`src/rtl/refsel_pkg.sv`:
```
package refsel_pkg;

    localparam int NUM_REFS = 12;
    localparam int PRIO_W   = 4;
    localparam int IDX_W    = $clog2(NUM_REFS);

    typedef logic [IDX_W-1:0]  ref_idx_t;
    typedef logic [PRIO_W-1:0] prio_t;

    localparam ref_idx_t LAST_IDX = ref_idx_t'(NUM_REFS - 1);

    typedef enum logic [1:0] {
        MODE_REVERT = 2'd0,
        MODE_STICKY = 2'd1,
        MODE_FORCED = 2'd2
    } sel_mode_e;

    typedef struct packed {
        logic     found;
        ref_idx_t idx;
    } pick_t;

    function automatic sel_mode_e mode_of(input logic force_en, input logic revert_en);
        if (force_en)
            return MODE_FORCED;
        else if (revert_en)
            return MODE_REVERT;
        else
            return MODE_STICKY;
    endfunction

endpackage

```
`src/rtl/refsel_qual.sv`:
```
module refsel_qual
    import refsel_pkg::*;
(
    input  logic [NUM_REFS-1:0]        ref_valid,
    input  logic [NUM_REFS*PRIO_W-1:0] prio_flat,
    output prio_t [NUM_REFS-1:0]       prio_arr,
    output logic [NUM_REFS-1:0]        eligible
);

    // Unpack priorities and qualify each candidate
    for (genvar g = 0; g < NUM_REFS; g++) begin : g_qual
        assign prio_arr[g] = prio_flat[g*PRIO_W +: PRIO_W];
        assign eligible[g] = ref_valid[g] && (prio_arr[g] != '0);
    end

endmodule

```
`src/rtl/refsel_rank.sv`:
```
module refsel_rank
    import refsel_pkg::*;
(
    input  prio_t [NUM_REFS-1:0] prio_arr,
    input  logic [NUM_REFS-1:0]  eligible,
    output pick_t                best
);

    prio_t best_p;

    // Scan upward. The strict compare keeps the lowest index on equal priority
    always_comb begin
        best   = '0;
        best_p = '1;
        for (int i = 0; i < NUM_REFS; i++) begin
            if (eligible[i] && (!best.found || (prio_arr[i] < best_p))) begin
                best.found = 1'b1;
                best.idx   = ref_idx_t'(i);
                best_p     = prio_arr[i];
            end
        end
    end

endmodule

```
`src/rtl/refsel_ctrl.sv`:
```
module refsel_ctrl
    import refsel_pkg::*;
(
    input  logic                clk,
    input  logic                rst,
    input  logic [NUM_REFS-1:0] ref_valid,
    input  logic [NUM_REFS-1:0] eligible,
    input  pick_t               best,
    input  logic                force_en,
    input  ref_idx_t            force_idx,
    input  logic                revert_en,
    output ref_idx_t            sel_idx,
    output logic                sel_change,
    output logic                no_ref
);

    sel_mode_e mode;
    ref_idx_t  nxt_idx;
    logic      nxt_none;

    always_comb begin
        mode     = mode_of(force_en, revert_en);
        nxt_idx  = sel_idx;
        nxt_none = 1'b1;
        unique case (mode)
            MODE_FORCED: begin
                if (force_idx <= LAST_IDX) begin
                    nxt_idx  = force_idx;
                    nxt_none = !ref_valid[force_idx];
                end else begin
                    nxt_none = !ref_valid[sel_idx];
                end
            end
            MODE_STICKY: begin
                if (eligible[sel_idx]) begin
                    nxt_none = 1'b0;
                end else if (best.found) begin
                    nxt_idx  = best.idx;
                    nxt_none = 1'b0;
                end
            end
            default: begin
                if (best.found) begin
                    nxt_idx  = best.idx;
                    nxt_none = 1'b0;
                end
            end
        endcase
    end

    always_ff @(posedge clk) begin
        if (rst) begin
            sel_idx    <= '0;
            sel_change <= 1'b0;
            no_ref     <= 1'b1;
        end else begin
            sel_idx    <= nxt_idx;
            sel_change <= (nxt_idx != sel_idx);
            no_ref     <= nxt_none;
        end
    end

    assert_idx_in_range_R7: assert property (@(posedge clk) disable iff (rst)
        sel_idx <= LAST_IDX);

    assert_winner_eligible_R2: assert property (@(posedge clk) disable iff (rst)
        best.found |-> eligible[best.idx]);

    assert_pulse_on_move_R9: assert property (@(posedge clk) disable iff (rst)
        (!$past(rst) && (sel_idx != $past(sel_idx))) |-> sel_change);

    assert_pulse_only_on_move_R9: assert property (@(posedge clk) disable iff (rst)
        (!$past(rst) && sel_change) |-> (sel_idx != $past(sel_idx)));

    assert_forced_follow_R7: assert property (@(posedge clk) disable iff (rst)
        (!$past(rst) && $past(force_en) && ($past(force_idx) <= LAST_IDX))
            |-> (sel_idx == $past(force_idx)));

    assert_sticky_keep_R4: assert property (@(posedge clk) disable iff (rst)
        (!$past(rst) && !$past(force_en) && !$past(revert_en) && $past(eligible[sel_idx]))
            |-> $stable(sel_idx));

    assert_none_hold_R6: assert property (@(posedge clk) disable iff (rst)
        (!$past(rst) && !$past(force_en) && no_ref) |-> $stable(sel_idx));

endmodule

```
`src/rtl/ref_selector.sv`:
```
module ref_selector
    import refsel_pkg::*;
(
    input  logic                        clk,
    input  logic                        rst,
    input  logic [NUM_REFS-1:0]         ref_valid,
    input  logic [NUM_REFS*PRIO_W-1:0]  ref_prio,
    input  logic                        force_en,
    input  logic [IDX_W-1:0]            force_idx,
    input  logic                        revert_en,
    output logic [IDX_W-1:0]            sel_idx,
    output logic                        sel_change,
    output logic                        no_ref
);

    prio_t [NUM_REFS-1:0] prio_arr;
    logic  [NUM_REFS-1:0] eligible;
    pick_t                best;

    refsel_qual u_qual (
        .ref_valid (ref_valid),
        .prio_flat (ref_prio),
        .prio_arr  (prio_arr),
        .eligible  (eligible)
    );

    refsel_rank u_rank (
        .prio_arr (prio_arr),
        .eligible (eligible),
        .best     (best)
    );

    refsel_ctrl u_ctrl (
        .clk        (clk),
        .rst        (rst),
        .ref_valid  (ref_valid),
        .eligible   (eligible),
        .best       (best),
        .force_en   (force_en),
        .force_idx  (force_idx),
        .revert_en  (revert_en),
        .sel_idx    (sel_idx),
        .sel_change (sel_change),
        .no_ref     (no_ref)
    );

endmodule

```
`config.mk`:
```
export PLATFORM = sky130hd
export DESIGN_NAME = ref_selector
export DESIGN_NICKNAME = d
export VERILOG_FILES = /design/src/rtl/refsel_pkg.sv /design/src/rtl/refsel_qual.sv /design/src/rtl/refsel_rank.sv /design/src/rtl/refsel_ctrl.sv /design/src/rtl/ref_selector.sv
export SDC_FILE = /design/constraint.sdc
export NUM_CORES = 1
export LEC_CHECK = 0
export ABC_AREA = 1
export BUFFER_PORTS_ARGS = -buffer_cell sky130_fd_sc_hd__buf_2
export CAP_MARGIN = 20
export CELL_PAD_IN_SITES_DETAIL_PLACEMENT = 0
export CELL_PAD_IN_SITES_GLOBAL_PLACEMENT = 1
export CORE_ASPECT_RATIO = 1.25
export CORE_MARGIN = 3
export CORE_UTILIZATION = 37
export CTS_CLUSTER_DIAMETER = 100
export DETAILED_ROUTE_END_ITERATION = 16
export PLACE_DENSITY_LB_ADDON = 0.15
export SYNTH_ARGS = -nofsm -noshare
export SYNTH_HDL_FRONTEND = slang
export SYNTH_HIERARCHICAL = 1
export SYNTH_SLANG_ARGS = --single-unit
```
`constraint.sdc`:
```
create_clock -name clk -period 16.9 [get_ports clk]
set_input_delay 2.535 -clock clk [delete_from_list [all_inputs] [get_ports clk]]
set_output_delay 2.535 -clock clk [all_outputs]
set_load 0.02 [all_outputs]
```
==> key figures, run 1 <==
Cells and area
  • Synthesis-to-layout area growth: 4.12%
  • Fraction of layout cells with a size suffix above 1: 18.8%
  • Fillers: 1071
  • Most frequent cells in the layout: 191 x nand2_1, 105 x inv_1, 78 x nand3_1
  • Multi-input gate area: 0.00247 mm^2
  • Utilization after layout: 40.4%
  • Commonest non-fill, non-tap cell in the layout: nand2_1
  • Register area: 120 um^2
  • Diodes inserted: 0
  • Nets: 765

GRT
  • Initial antenna violation count: 0
  • Largest net degree at the start of global routing: 17
  • Vias in the first global route: 3617
  • First-pass GRT wire length: 15.6 mm
  • Gr ovfl total: 0
  • GRT Util Overall: 17.5%

Critical path
  • Slowest library cell on the worst path: a21oi_1
  • Worst setup SP type: input port
  • Critical path arrival: 15.14 ns
  • CP Data Required Time: 17.01 ns
  • Worst Setup End Kind: flop
  • Critical path's largest stage delay: 0.48 ns
  • CP Class: in -> reg
  • Critical path peak fanout: 10
  • Crit-path most repeated cell: nand2_4

Timing
  • Worst-Margin Slew: 0.846 ns
  • Fmax achieved: 66.5 MHz
  • Slew HR: 43.6%
  • Hold_ws: 0.707 ns
  • Skew final: 0.000790 ns
  • Final period utilization: 89.0%
  • Minimum clock period: 15.04 ns
  • Setup tns final: 0 ns
  • Final Hold Fails: 0
  • Final setup fails: 0
  • RSZ-0062 raised after global routing: false
  • Pins Over Slew Limit: 0

Min path
  • Min-delay worst type: reg -> reg

Route
  • Starting DRT DRC Count: 134
  • Vias/cell: 4.70
  • Total number of vias: 3762
  • DR DRC count: 0
  • Final WL: 9.15 mm
  • Drt pass-1 iters: 7
  • DRT antenna net count: 0
  • Wire per inst: 11.4 um

Place
  • HPWL after DPL: 7.94 mm
  • Port-buffer cells: 73
  • Placer Congestion: 0.860

Floorplan
  • Die H: 114 um
  • Width of the die: 92.1 um
  • Core area: 0.00884 mm^2
  • Rows: 38
  • Number of I/O pins: 74
  • Initial cell density of the core: 38.8%
  • Die area: 0.0105 mm^2

Synth
  • Sequential share of the synthesized area: 3.50%
  • Syn Inst Count: 663
  • Post-synth EDFFs: 0
  • Syn_nets: 746
  • Ys Warns: 6
  • Post-synth top flop: dfxtp_1
  • Yosys cell types: 30
  • Syn_area_per_cell: 5.18 um^2
  • Asr flop ratio synth: 0%
  • Flops & latches, synth: 6
  • Mapped Area: 0.00343 mm^2

Clock tree
  • CTS Buf Count: 3
  • Hold_buf cts: 0
  • Clock-pin slew on the worst setup and hold paths: 0.03 ns
  • H-tree depth: 1
  • CTS resizes: 0
  • Worst-Skew Late Latency: 0.22 ns
  • CTS max path bufs: 2
  • CTS tree: built
  • Root Driver: clkbuf_8
  • Sink Count: 6
  • Post-CTS Setup Repair Bufs: 0

Power and ir drop
  • Max VDD drop: 53.3 uV
  • Power share of the clock group: 6.9%
  • P_int: 125 uW
  • PD cells: 84.5 mW/mm^2
  • Seq pwr share: 7.2%
  • Sw frac: 58.7%
  • Switching power: 177 uW
  • Leakage: 2.19 nW
  • Logic gate share of total power: 85.9%

Run
  • Max_cap viols: 0

Status
  • Outcome: finished clean
## worst max-delay path: cells and delay by family
kind | cells | cell delay [ns]
AOI/OAI and AO/OA | 23 | 4.46
buffers and inverters | 22 | 1.37
adders and majority gates | 11 | 3.26
and+or+nand+nor | 46 | 3.51
## flip-flops by register name (all words and copies together) (netlist names)
name / flops
u_ctrl/no_ref: 1
u_ctrl/sel_change: 1
u_ctrl/sel_idx: 4
## layout make-up
cell class / count / share of cell area (%)
clock buffers: 3 / 1.16
well taps: 120 / 4.20
repair buffers: 73 / 10.2
inverters: 114 / 12.0
multi-input cells: 484 / 69.1
flip-flops and latches: 6 / 3.36
## kinds of logic (layout without fill, tap and decap cells)
kind of cell    Yosys count  count (layout)  synth area share (%)
compound gates           83              83                  13.6
fa+ha+maj                15              15                  5.47
simple gates            386             386                  52.8
buf+inv                 173             190                  24.6
flops                     6               6                  3.50
## stage by stage
step / instances / total power [mW] / worst slack [ns] / cell area (um^2)
floorplan: 663 / 0.235 / 3.71 / 3430
global placement: 797 / 0.279 / 2.01 / 3530
detailed placement: 797 / 0.281 / 1.65 / 3530
CTS: 800 / 0.303 / 1.84 / 3570
global route: 800 / 0.346 / 0.260 / 3570
finish: 800 / 0.302 / 1.86 / 3570
## final timing paths
check | slack, ns | startpoint | to | depth (start not counted)
worst min register to register | 0.71 | u_ctrl/sel_idx[3] | u_ctrl/sel_change | 7
worst max register to register | 14.82 | u_ctrl/sel_idx[0] | u_ctrl/sel_change | 15
worst min-delay path | 0.71 | u_ctrl/sel_idx[3] | u_ctrl/sel_change | 7
worst max-delay path | 1.86 | ref_prio[1] | u_ctrl/sel_change | 102
## cells in the mapped netlist, drive strengths merged (2+ instances only)
cell | instances | share of area (%)
nand2 | 223 | 29
inv | 114 | 12
nand3 | 86 | 14
nor2 | 67 | 7.3
buf | 55 | 12
o21ai | 35 | 5.1
a21oi | 30 | 4.4
ha | 15 | 5.5
o21bai | 9 | 2.0
nand3b | 8 | 1.7
dfxtp | 6 | 3.5
clkbuf | 4 | 0.44
o211ai | 3 | 0.66
or2 | 2 | 0.36
## metal layers
layer	routed length (um)	global-route usage, %
met5	0	0
met4	56	3.07
met3	348	1.58
met2	4640	33.2
met1	4110	21.4
## power groups by stage
stage | sequential [mW] | clock (mW) | combinational [mW]
floorplan | 0.0220 | 0 | 0.213
global placement | 0.0222 | 0 | 0.256
detailed placement | 0.0223 | 0 | 0.258
CTS | 0.0221 | 0.0215 | 0.260
global route | 0.0227 | 0.0222 | 0.301
finish | 0.0218 | 0.0207 | 0.259
(Power assumes the default switching activity.)
==> run 2: changes to the inputs <==
Settings changed: ABC_AREA 1 to 0, CORE_UTILIZATION 37 to 42, SETUP_SLACK_MARGIN set to 0.1.
==> key figures, run 2 <==
Synth
  • Syn_nets: 611
  • Post-synth EDFFs: 0
  • Mux share of post-synthesis cell area: 15.7%
  • Sequential share of the synthesized area: 3.08%
  • Asr flop ratio synth: 0%
  • Fraction of the mapped netlist area in adder cells: 6.88%
  • Mapped Area: 0.00389 mm^2
  • Post-synth top area share: 9.25%
  • Most numerous cell in the Yosys netlist: buf_4
  • Flops & latches, synth: 6
  • Compound-gate portion of the synthesized area: 35.4%
  • Ys Warns: 6
  • Synth Area in Simple Gates: 21.0%
  • Yosys cell types: 91
  • Post-synth top flop: dfxtp_1
  • Post-synth top area cell: buf_4
  • Main combinational cell family by area after synthesis: compound AO/OA/AOI/OAI gates
  • Commonest cells in the netlist: 48 x buf_4, 38 x inv_1, 37 x nor2_1, 33 x nand2_1, 28 x o21ai_0
  • Syn Inst Count: 528
  • Syn_area_per_cell: 7.37 um^2
  • Largest cells by area after synthesis: buf_4 9.3%, mux2i_1 6.7%, ha_1 4.8%
  • Synth Area in XOR/XNOR: 2.47%

Cells and area
  • Fin area: 0.00547 mm^2
  • Utilization after layout: 61.8%
  • Top flop regs: u_ctrl/sel_idx x4, u_ctrl/no_ref x1, u_ctrl/sel_change x1
  • Fillers: 827
  • Most flops, register: u_ctrl/sel_idx
  • Commonest non-fill, non-tap cell in the layout: buf_4
  • Nets: 750
  • Max FFs per register: 4
  • Diodes inserted: 0
  • Synthesis-to-layout area growth: 40.5%
  • Most frequent cells in the layout: 123 x buf_4, 71 x buf_2, 32 x nor2_1
  • Fraction of layout cells with a size suffix above 1: 47.8%

GRT
  • Initial antenna violation count: 0
  • Largest net degree at the start of global routing: 17
  • Vias in the first global route: 4511
  • GRT Util Overall: 23.6%
  • First-pass GRT wire length: 20.9 mm
  • Gr ovfl total: 0

Clock tree
  • Clock-pin slew on the worst setup and hold paths: 0.04 ns
  • Hold_buf cts: 0
  • Root Driver: clkbuf_8
  • CTS Buf Count: 3
  • Sink Count: 6
  • H-tree depth: 1
  • CTS max path bufs: 2
  • Worst-Skew Late Latency: 0.22 ns
  • CTS tree: built

Route
  • Final WL: 12.8 mm
  • Drt pass-1 iters: 4
  • Vias/cell: 5.73
  • Total number of vias: 4499
  • Wire per inst: 16.4 um
  • DR DRC count: 0
  • Starting DRT DRC Count: 196
  • DRT antenna net count: 0

Critical path
  • Critical path peak fanout: 4
  • Worst Setup End Kind: flop
  • RR Startpoint: u_ctrl/sel_idx[0]
  • Critical path's largest stage delay: 0.44 ns
  • Reg2reg setup slack: 14.47 ns
  • Delay-heaviest family, CP: compound AO/OA/AOI/OAI gates
  • CP startpoint: ref_prio[1]
  • Crit-path most repeated cell: ha_4
  • Worst path bufs/invs: 14
  • Worst setup SP type: input port
  • Slowest library cell on the worst path: a2111o_1
  • Critical path arrival: 17.13 ns
  • CP Class: in -> reg
  • CP Data Required Time: 17.05 ns

Timing
  • Final period utilization: 100%
  • Pins Over Slew Limit: 0
  • Setup tns final: -0.161 ns
  • Skew final: 0.000518 ns
  • Slew HR: 46.0%
  • Final Hold Fails: 0
  • Hold_ws: 0.797 ns
  • RSZ-0062 raised after global routing: true
  • Worst-Margin Slew: 0.809 ns
  • Final worst slack: -0.0835 ns
  • Minimum clock period: 16.98 ns
  • Final setup fails: 2
  • Fmax achieved: 58.9 MHz

Run
  • Max_cap viols: 0

Power and ir drop
  • Logic gate share of total power: 91.2%
  • Power share of the clock group: 3.8%
  • Max VDD drop: 69.8 uV
  • P_int: 310 uW
  • Seq pwr share: 4.9%
  • Sw frac: 45.6%
  • PD cells: 104 mW/mm^2
  • Switching power: 260 uW
  • Leakage: 2.39 nW

Floorplan
  • Width of the die: 92.1 um
  • Rows: 38
  • Core area: 0.00884 mm^2
  • Number of I/O pins: 74
  • Die area: 0.0105 mm^2
  • Die H: 114 um
  • Initial cell density of the core: 44.0%

Place
  • Placer Congestion: 0.886
  • HPWL after DPL: 10.4 mm
  • Port-buffer cells: 73
  • Placed cell areas: 0.00502 mm^2
  • Pre-CTS worst setup slack: -0.924 ns

Min path
  • Min-delay worst type: reg -> reg
  • Min-delay src: u_ctrl/sel_idx[2]

Status
  • Outcome: complete, but fails checks
  • Failing checks: setup timing
-- run 2: changes by cell type after synthesis, sizes merged, moves of 12 or more --
| cell | change |
|---|---|
| nand2 | -188 |
| inv | -76 |
| nand3 | -68 |
| nor2 | -30 |
| mux2i | +27 |
| a31oi | +18 |
| nor3 | +15 |
| mux2 | +13 |
| o41a | +12 |
-- run 2: timing repair --
action | in CTS | in global routing
gates resized for setup | 12 | 42
buffers inserted | 4 | 17
pin swaps | 11 | 52
hold endpoints to repair | 0 | 0
setup endpoints to repair | 5 | 5
cloned | 0 | 0
-- run 2: power groups by stage --
stage	logic (mW)	registers (mW)	clock network (mW)
6_report	0.520	0.0281	0.0218
3_5_place_dp	0.451	0.0281	0
2_1_floorplan	0.307	0.0235	0
3_3_place_gp	0.443	0.0279	0
5_1_grt	0.565	0.0295	0.0231
4_1_cts	0.463	0.0280	0.0222
-- run 2: stage by stage --
step,power (mW),std cells
detailed placement,0.479,761
global placement,0.471,761
finish,0.570,785
CTS,0.513,768
floorplan,0.330,528
global route,0.618,785
-- run 2: cell families after synthesis --
| family | after synthesis |
|---|---|
| compound gates | 177 |
| simple gates | 159 |
| buf+inv | 104 |
| mux | 48 |
| fa+ha+maj | 23 |
| xor+xnor | 11 |
| flops | 6 |
-- run 2: routing by layer --
layer,vias to the layer above,track usage [%],wire length [um]
met3,18,0.858,394
li1,2242,-,-
met4,0,5.65,220
met5,-,0,0
met1,2147,30.7,5780
met2,92,42.9,6440
-- run 2: worst paths after layout --
check,endpoint,cells past startpoint
setup reg to reg,u_ctrl/sel_change,5
hold / removal,u_ctrl/sel_idx[2],2
setup / recovery,u_ctrl/sel_change,89
hold reg to reg,u_ctrl/sel_idx[2],2
-- run 2: area by class of cell --
type / count / area [um^2] / share of cell area, %
Clock buffer: 3 / 41.3 / 0.755
Inverter: 39 / 151 / 2.77
Multi-Input combinational cell: 418 / 3670 / 67.1
Sequential cell: 6 / 120 / 2.20
Tap cell: 120 / 150 / 2.75
Timing Repair Buffer: 199 / 1340 / 24.4
-- run 2: worst register-to-register path, delay by kind of cell, from the launching register on --
kind,cells,cell delay (ns)
simple gates,1,0.37
flops,1,0.84
compound gates,2,0.28
mux,2,0.81
